$ cat src/rtl/atl_pkg.sv
package atl_pkg;

  // Direction of a single angle step produced by the phase accumulator
  typedef enum logic [1:0] {
    STEP_HOLD = 2'd0,
    STEP_UP   = 2'd1,
    STEP_DOWN = 2'd2
  } step_e;

endpackage

$ cat src/rtl/atl_vel_integrator.sv
// Saturating velocity integrator plus proportional lead path.
// Requires ERR_W + KI_SHIFT <= VEL_W and ERR_W + KP_SHIFT <= VEL_W.
module atl_vel_integrator #(
  parameter int ERR_W    = 12,
  parameter int VEL_W    = 20,
  parameter int KI_SHIFT = 0,
  parameter int KP_SHIFT = 4
) (
  input  logic                    clk,
  input  logic                    rst,
  input  logic                    err_valid,
  input  logic signed [ERR_W-1:0] err_sample,
  output logic signed [VEL_W-1:0] vel_q,
  output logic signed [VEL_W-1:0] cmd_o
);

  localparam int EXT_W = VEL_W + 2;
  localparam logic signed [EXT_W-1:0] VMAX = {3'b000, {(VEL_W-1){1'b1}}};
  localparam logic signed [EXT_W-1:0] VMIN = {3'b111, {(VEL_W-1){1'b0}}};

  function automatic logic signed [VEL_W-1:0] clip(input logic signed [EXT_W-1:0] x);
    if (x > VMAX)      return VMAX[VEL_W-1:0];
    else if (x < VMIN) return VMIN[VEL_W-1:0];
    else               return x[VEL_W-1:0];
  endfunction

  logic signed [EXT_W-1:0] err_ext;
  logic signed [EXT_W-1:0] ki_term;
  logic signed [EXT_W-1:0] kp_term;
  logic signed [EXT_W-1:0] vel_sum;
  logic signed [EXT_W-1:0] cmd_sum;
  logic signed [VEL_W-1:0] vel_nxt;

  always_comb begin
    err_ext = EXT_W'(err_sample);
    ki_term = err_ext <<< KI_SHIFT;
    kp_term = err_ext <<< KP_SHIFT;
    vel_sum = EXT_W'(vel_q) + ki_term;
    vel_nxt = clip(vel_sum);
    cmd_sum = EXT_W'(vel_nxt) + kp_term;
    cmd_o   = clip(cmd_sum);
  end

  always_ff @(posedge clk) begin
    if (rst)            vel_q <= '0;
    else if (err_valid) vel_q <= vel_nxt;
  end


  vel_hold_chk: assert property (@(posedge clk) disable iff (rst)
    !err_valid |=> vel_q == $past(vel_q));


  vel_no_wrap_chk: assert property (@(posedge clk) disable iff (rst)
    (err_valid && !err_sample[ERR_W-1]) |=> vel_q >= $past(vel_q));


  vel_rail_chk: assert property (@(posedge clk) disable iff (rst)
    (err_valid && err_sample[ERR_W-1]) |=> vel_q <= $past(vel_q));

endmodule

$ cat src/rtl/atl_lag_filter.sv
// One-pole lag on the rate command, updated once per error strobe.
module atl_lag_filter #(
  parameter int VEL_W     = 20,
  parameter int LAG_SHIFT = 2
) (
  input  logic                    clk,
  input  logic                    rst,
  input  logic                    upd,
  input  logic signed [VEL_W-1:0] cmd_i,
  output logic signed [VEL_W-1:0] rate_q
);

  generate
    if (LAG_SHIFT == 0) begin : g_pass
      always_ff @(posedge clk) begin
        if (rst)      rate_q <= '0;
        else if (upd) rate_q <= cmd_i;
      end
    end else begin : g_lag
      logic signed [VEL_W:0] diff;
      logic signed [VEL_W:0] step;
      logic signed [VEL_W:0] rate_sum;

      always_comb begin
        diff     = (VEL_W+1)'(cmd_i) - (VEL_W+1)'(rate_q);
        step     = diff >>> LAG_SHIFT;
        rate_sum = (VEL_W+1)'(rate_q) + step;
      end

      always_ff @(posedge clk) begin
        if (rst)      rate_q <= '0;
        else if (upd) rate_q <= rate_sum[VEL_W-1:0];
      end


      lag_fits_chk: assert property (@(posedge clk) disable iff (rst)
        upd |-> rate_sum[VEL_W] == rate_sum[VEL_W-1]);
    end
  endgenerate


  lag_no_pass_chk: assert property (@(posedge clk) disable iff (rst)
    (upd && cmd_i >= rate_q) |=> (rate_q >= $past(rate_q) && rate_q <= $past(cmd_i)));

endmodule

$ cat src/rtl/atl_phase_stepper.sv
// Phase accumulator driven by the rate; carries/borrows move the angle.
module atl_phase_stepper
  import atl_pkg::*;
#(
  parameter int ANGLE_W = 16,
  parameter int ACC_W   = 19
) (
  input  logic                  clk,
  input  logic                  rst,
  input  logic signed [ACC_W:0] rate_i,
  output logic [ANGLE_W-1:0]    ang_q
);

  localparam int SUM_W = ACC_W + 2;

  logic [ACC_W-1:0]        acc_q;
  logic signed [SUM_W-1:0] acc_sum;
  step_e                   dir;

  always_comb begin
    acc_sum = $signed({2'b00, acc_q}) + SUM_W'(rate_i);
    case ({acc_sum[SUM_W-1], acc_sum[ACC_W]})
      2'b01:   dir = STEP_UP;
      2'b10,
      2'b11:   dir = STEP_DOWN;
      default: dir = STEP_HOLD;
    endcase
  end

  always_ff @(posedge clk) begin
    if (rst) begin
      acc_q <= '0;
      ang_q <= '0;
    end else begin
      acc_q <= acc_sum[ACC_W-1:0];
      case (dir)
        STEP_UP:   ang_q <= ang_q + 1'b1;
        STEP_DOWN: ang_q <= ang_q - 1'b1;
        default:   ang_q <= ang_q;
      endcase
    end
  end


  clear_chk: assert property (@(posedge clk)
    rst |=> (ang_q == '0 && acc_q == '0));


  one_lsb_chk: assert property (@(posedge clk) disable iff (rst)
    1'b1 |=> (ANGLE_W'(ang_q - $past(ang_q)) == '0 ||
              ANGLE_W'(ang_q - $past(ang_q)) == ANGLE_W'(1) ||
              ANGLE_W'(ang_q - $past(ang_q)) == '1));


  up_dir_chk: assert property (@(posedge clk) disable iff (rst)
    (rate_i > 0) |=> ANGLE_W'(ang_q - $past(ang_q)) != '1);


  down_dir_chk: assert property (@(posedge clk) disable iff (rst)
    (rate_i < 0) |=> ANGLE_W'(ang_q - $past(ang_q)) != ANGLE_W'(1));

endmodule

$ cat src/rtl/angle_track_loop.sv
// Type II angle tracking loop: error -> velocity -> lead -> lag -> angle.
module angle_track_loop #(
  parameter int ANGLE_W   = 16,
  parameter int ERR_W     = 12,
  parameter int VEL_W     = 20,
  parameter int KI_SHIFT  = 0,
  parameter int KP_SHIFT  = 4,
  parameter int LAG_SHIFT = 2
) (
  input  logic                    clk,
  input  logic                    rst,
  input  logic                    err_valid,
  input  logic signed [ERR_W-1:0] err_sample,
  output logic [ANGLE_W-1:0]      angle_o,
  output logic signed [VEL_W-1:0] vel_o
);

  localparam int ACC_W = VEL_W - 1;

  logic signed [VEL_W-1:0] cmd_w;
  logic signed [VEL_W-1:0] rate_w;

  atl_vel_integrator #(
    .ERR_W    (ERR_W),
    .VEL_W    (VEL_W),
    .KI_SHIFT (KI_SHIFT),
    .KP_SHIFT (KP_SHIFT)
  ) u_vel (
    .clk        (clk),
    .rst        (rst),
    .err_valid  (err_valid),
    .err_sample (err_sample),
    .vel_q      (vel_o),
    .cmd_o      (cmd_w)
  );

  atl_lag_filter #(
    .VEL_W     (VEL_W),
    .LAG_SHIFT (LAG_SHIFT)
  ) u_lag (
    .clk    (clk),
    .rst    (rst),
    .upd    (err_valid),
    .cmd_i  (cmd_w),
    .rate_q (rate_w)
  );

  atl_phase_stepper #(
    .ANGLE_W (ANGLE_W),
    .ACC_W   (ACC_W)
  ) u_step (
    .clk    (clk),
    .rst    (rst),
    .rate_i (rate_w),
    .ang_q  (angle_o)
  );

endmodule

$ cat config.mk
export PLATFORM = sky130hd
export DESIGN_NAME = angle_track_loop
export DESIGN_NICKNAME = d
export VERILOG_FILES = /design/src/rtl/atl_pkg.sv /design/src/rtl/atl_vel_integrator.sv /design/src/rtl/atl_lag_filter.sv /design/src/rtl/atl_phase_stepper.sv /design/src/rtl/angle_track_loop.sv
export SDC_FILE = /design/constraint.sdc
export NUM_CORES = 1
export LEC_CHECK = 0
export BUFFER_PORTS_ARGS = -buffer_cell sky130_fd_sc_hd__buf_4
export CORE_UTILIZATION = 63
export CTS_CLUSTER_SIZE = 24
export DETAILED_ROUTE_END_ITERATION = 10
export GPL_TIMING_DRIVEN = 0
export PLACE_DENSITY_LB_ADDON = 0.25
export SKIP_CTS_REPAIR_TIMING = 1
export SYNTH_ARGS = -nofsm -noshare
export SYNTH_HDL_FRONTEND = slang
export SYNTH_HIERARCHICAL = 1
export SYNTH_SLANG_ARGS = --single-unit
$ cat constraint.sdc
create_clock -name clk -period 11.45 [get_ports clk]
set_input_delay 1.145 -clock clk [delete_from_list [all_inputs] [get_ports clk]]
set_output_delay 1.145 -clock clk [all_outputs]
set_load 0.01 [all_outputs]
==> metrics.yaml <==
status:
  outcome: "finished, final reports clean"
synth:
  ys_types: 97
  ys_ff_latch: 75
  syn_avg_cell_area_sq_um: 7.775
  synth_cells: 1017
  ys_seq_area_share_pct: 18.99
  synth_area_sq_mm: 0.007908
  yosysWarningCount: 6
  synth-async-reset-ratio_pct: 0
  synth_edf_count: 0
  synth_ff_type: "dfxtp_1"
  synth.net_count: 1131
placement:
  routabilityCongestion: 0.9639
  post-place-cells: 1235
  dpl.hpwl_um: 16720
  io_buffers: 50
  placed_cell_area_sq_mm: 0.008493
clock_tree:
  htree_levels: 3
  clk_pin_slew_ns: 0.06
  clock_sinks: 75
  cts_buffers: 9
  clockBufferDepth: 2
  cts_tree: "built"
  clockRootBuffer: "clkbuf_16"
  clk_latency_ns: 0.34
grt:
  grt_max_degree: 15
  grt_pass1_wl_um: 35560
  antenna_found_initial: 0
  grt_usage_pct: 34.33
  grt-ovfl-total: 0
  grt_pass1_vias: 7409
worst_setup_path:
  slowest_delay_ns: 0.59
  worstRegToRegCells: 34
  cp.arrival_ns: 10.35
  cp_slowest_cell: "xor2_1"
  reg2reg_to: "u_lag/rate_q[19]$_SDFFE_PP0P_"
  r2r-start: "u_vel/vel_q[4]$_SDFFE_PP0P_"
  required_ns: 11.73
  worstSetupPathType: "in2reg"
  crit_path_end_kind: "flop"
  critPathLaunchType: "input pin"
  critPathLaunch: "err_sample[11]"
  crit_fanout: 14
  cp_num_buf_inv: 3
  r2r_slack_ns: 2.02
  cpLargestDelayFamily: "compound AO/OA/AOI/OAI gates"
timing:
  rsz0062_at_grt: "false"
  worst_pin_slew_ns: 0.7738
  setup_viol: 0
  hold_violations: 0
  slew_viol_final: 0
  period_share_pct: 87.97
  slew_headroom_pct: 47.98
  skew_ns: 0.008439
  max_freq_ghz: 0.09928
  fin_crit_ns: 10.07
  fin_tns_setup_ns: 0
min_path:
  hold_depth: 2
  worst_hold_path_type: "reg2reg"
  min_to: "u_vel/vel_q[17]$_SDFFE_PP0P_"
  min_from: "u_vel/vel_q[17]$_SDFFE_PP0P_"
final_layout:
  drive_gt1_share_pct: 9.704
  n_antenna_cell: 0
  syn2layout_area_growth_pct: 10.81
  postLayoutCellArea_sq_mm: 0.008762
  fin_cells: 1250
  nNetsFinal: 1192
drt:
  vias: 7886
  vias_per_cell: 6.309
  drt-total-wl_um: 21600
  post_drt_wl_per_cell_um: 17.28
  drc: 0
  drtIter0Drc: 618
  drt.antenna.violating_nets: 0
  dr.pass1.iters: 5
die:
  initial_core_util_pct: 65.29
  io_pins: 51
  die_w_um: 114.0
  die_height_um: 114.0
  dieArea_sq_mm: 0.01300
  core_area_sq_mm: 0.01211
  rows: 40
run:
  maxCapViolCount: 0
[area by class of cell]
class / count / area (sq um)
timing repair buffer: 50 / 375.4
clock buffer: 10 / 239.0
tap: 168 / 210.2
fill: 1026 / 3349
sequential: 75 / 1501
multi-input combinational: 860 / 6075
inverter: 51 / 191.4
buffer: 31 / 140.1
clock inverter: 5 / 30.03
[per-layer routing]
metal / vias to the layer above / GRT usage [%] / part of all wire [%]
li1: 3880 / - / -
met1: 3661 / 41.43 / 42
met2: 294 / 61.01 / 49
met3: 51 / 3.560 / 5.8
met4: 0 / 16.19 / 3.2
met5: - / 0 / 0
[flip-flops by register name, summed over array words and instances, names as in the netlist]
register and count:
u_lag/rate_q 20, u_step/acc_q 19, u_vel/vel_q 20, u_step/ang_q 16
[logic make-up after synthesis]
logic type | share of synthesized area (%)
xor gates and xnor gates | 7.975
muxes | 1.930
and+or+nand+nor | 22.09
adders and majority gates | 17.45
buffers and inverters | 4.193
DFF | 18.99
AOI/OAI and AO/OA | 27.37
[metrics by stage]
step | worst slack [ns] | hold slack [ns] | util [%]
finish | 1.378 | 0.4968 | 72.35
global placement | 1.357 | 0.4729 | 70.12
detailed placement | 1.186 | 0.4874 | 70.12
floorplan | 2.753 | 0.4595 | -
global route | 0.8754 | 0.5206 | 72.35
CTS | 1.509 | 0.4979 | 72.35
[worst register-to-register path, delay by kind of cell (launching register included)]
family	cells	cell delay, ns
compound gates	18	4.14
simple gates	8	2.49
fa+ha+maj	4	1.22
xor+xnor	2	0.76
buf+inv	2	0.42
flops	1	0.33
[cell usage in the layout, fill, tap and decap left out, types with 7 or more instances in the layout]
master / n
nor2_1: 113
a21oi_1: 101
ha_1: 95
dfxtp_1: 75
nand2_1: 58
buf_4: 52
inv_1: 50
xnor2_1: 44
o21ai_0: 38
xor2_1: 28
a211oi_1: 27
a21o_1: 25
nand3_1: 24
o21a_1: 24
clkbuf_1: 24
nor3_1: 20
o21ai_1: 17
or3_1: 16
nand2b_1: 15
nor2b_1: 13
mux2i_1: 13
nand4_1: 13
maj3_1: 10
clkbuf_16: 9
o21bai_1: 9
and3_1: 8
o211ai_1: 8
and2_1: 7
nor3b_1: 7
o31ai_1: 7
[Yosys cell counts, types with 7 or more instances]
library cell	n	area [sq um]
ha_1	95	1189
a211oi_1	27	202.7
or3_1	16	100.1
o211ai_1	8	60.06
xor2_1	28	245.2
and2_1	7	43.79
dfxtp_1	75	1501
o21bai_1	9	67.56
nor2_1	113	424.2
nand3_1	24	120.1
o21ai_0	38	190.2
nand2b_1	15	93.84
inv_1	50	187.7
a21oi_1	101	505.5
nand2_1	58	217.7
nor2b_1	13	81.33
o31ai_1	7	52.55
a21o_1	25	187.7
o21ai_1	17	85.08
nor3_1	20	100.1
o21a_1	24	180.2
and3_1	8	50.05
nor3b_1	7	52.55
mux2i_1	13	130.1
xnor2_1	44	385.4
clkbuf_1	24	90.09
maj3_1	10	100.1
nand4_1	13	81.33
[worst max path at each step]
stage               slack (ns)  depth (start not counted)                       endpoint
CTS                       1.51                         35  u_lag/rate_q[19]$_SDFFE_PP0P_
detailed placement        1.19                         35  u_lag/rate_q[19]$_SDFFE_PP0P_
floorplan                 2.75                         33  u_lag/rate_q[19]$_SDFFE_PP0P_
finish                    1.38                         35  u_lag/rate_q[19]$_SDFFE_PP0P_
global route              0.88                         35  u_lag/rate_q[19]$_SDFFE_PP0P_
global placement          1.36                         35  u_lag/rate_q[19]$_SDFFE_PP0P_
Power is not shown: default switching activity piles up to over one toggle a cycle in this logic, so the estimate is an artifact.
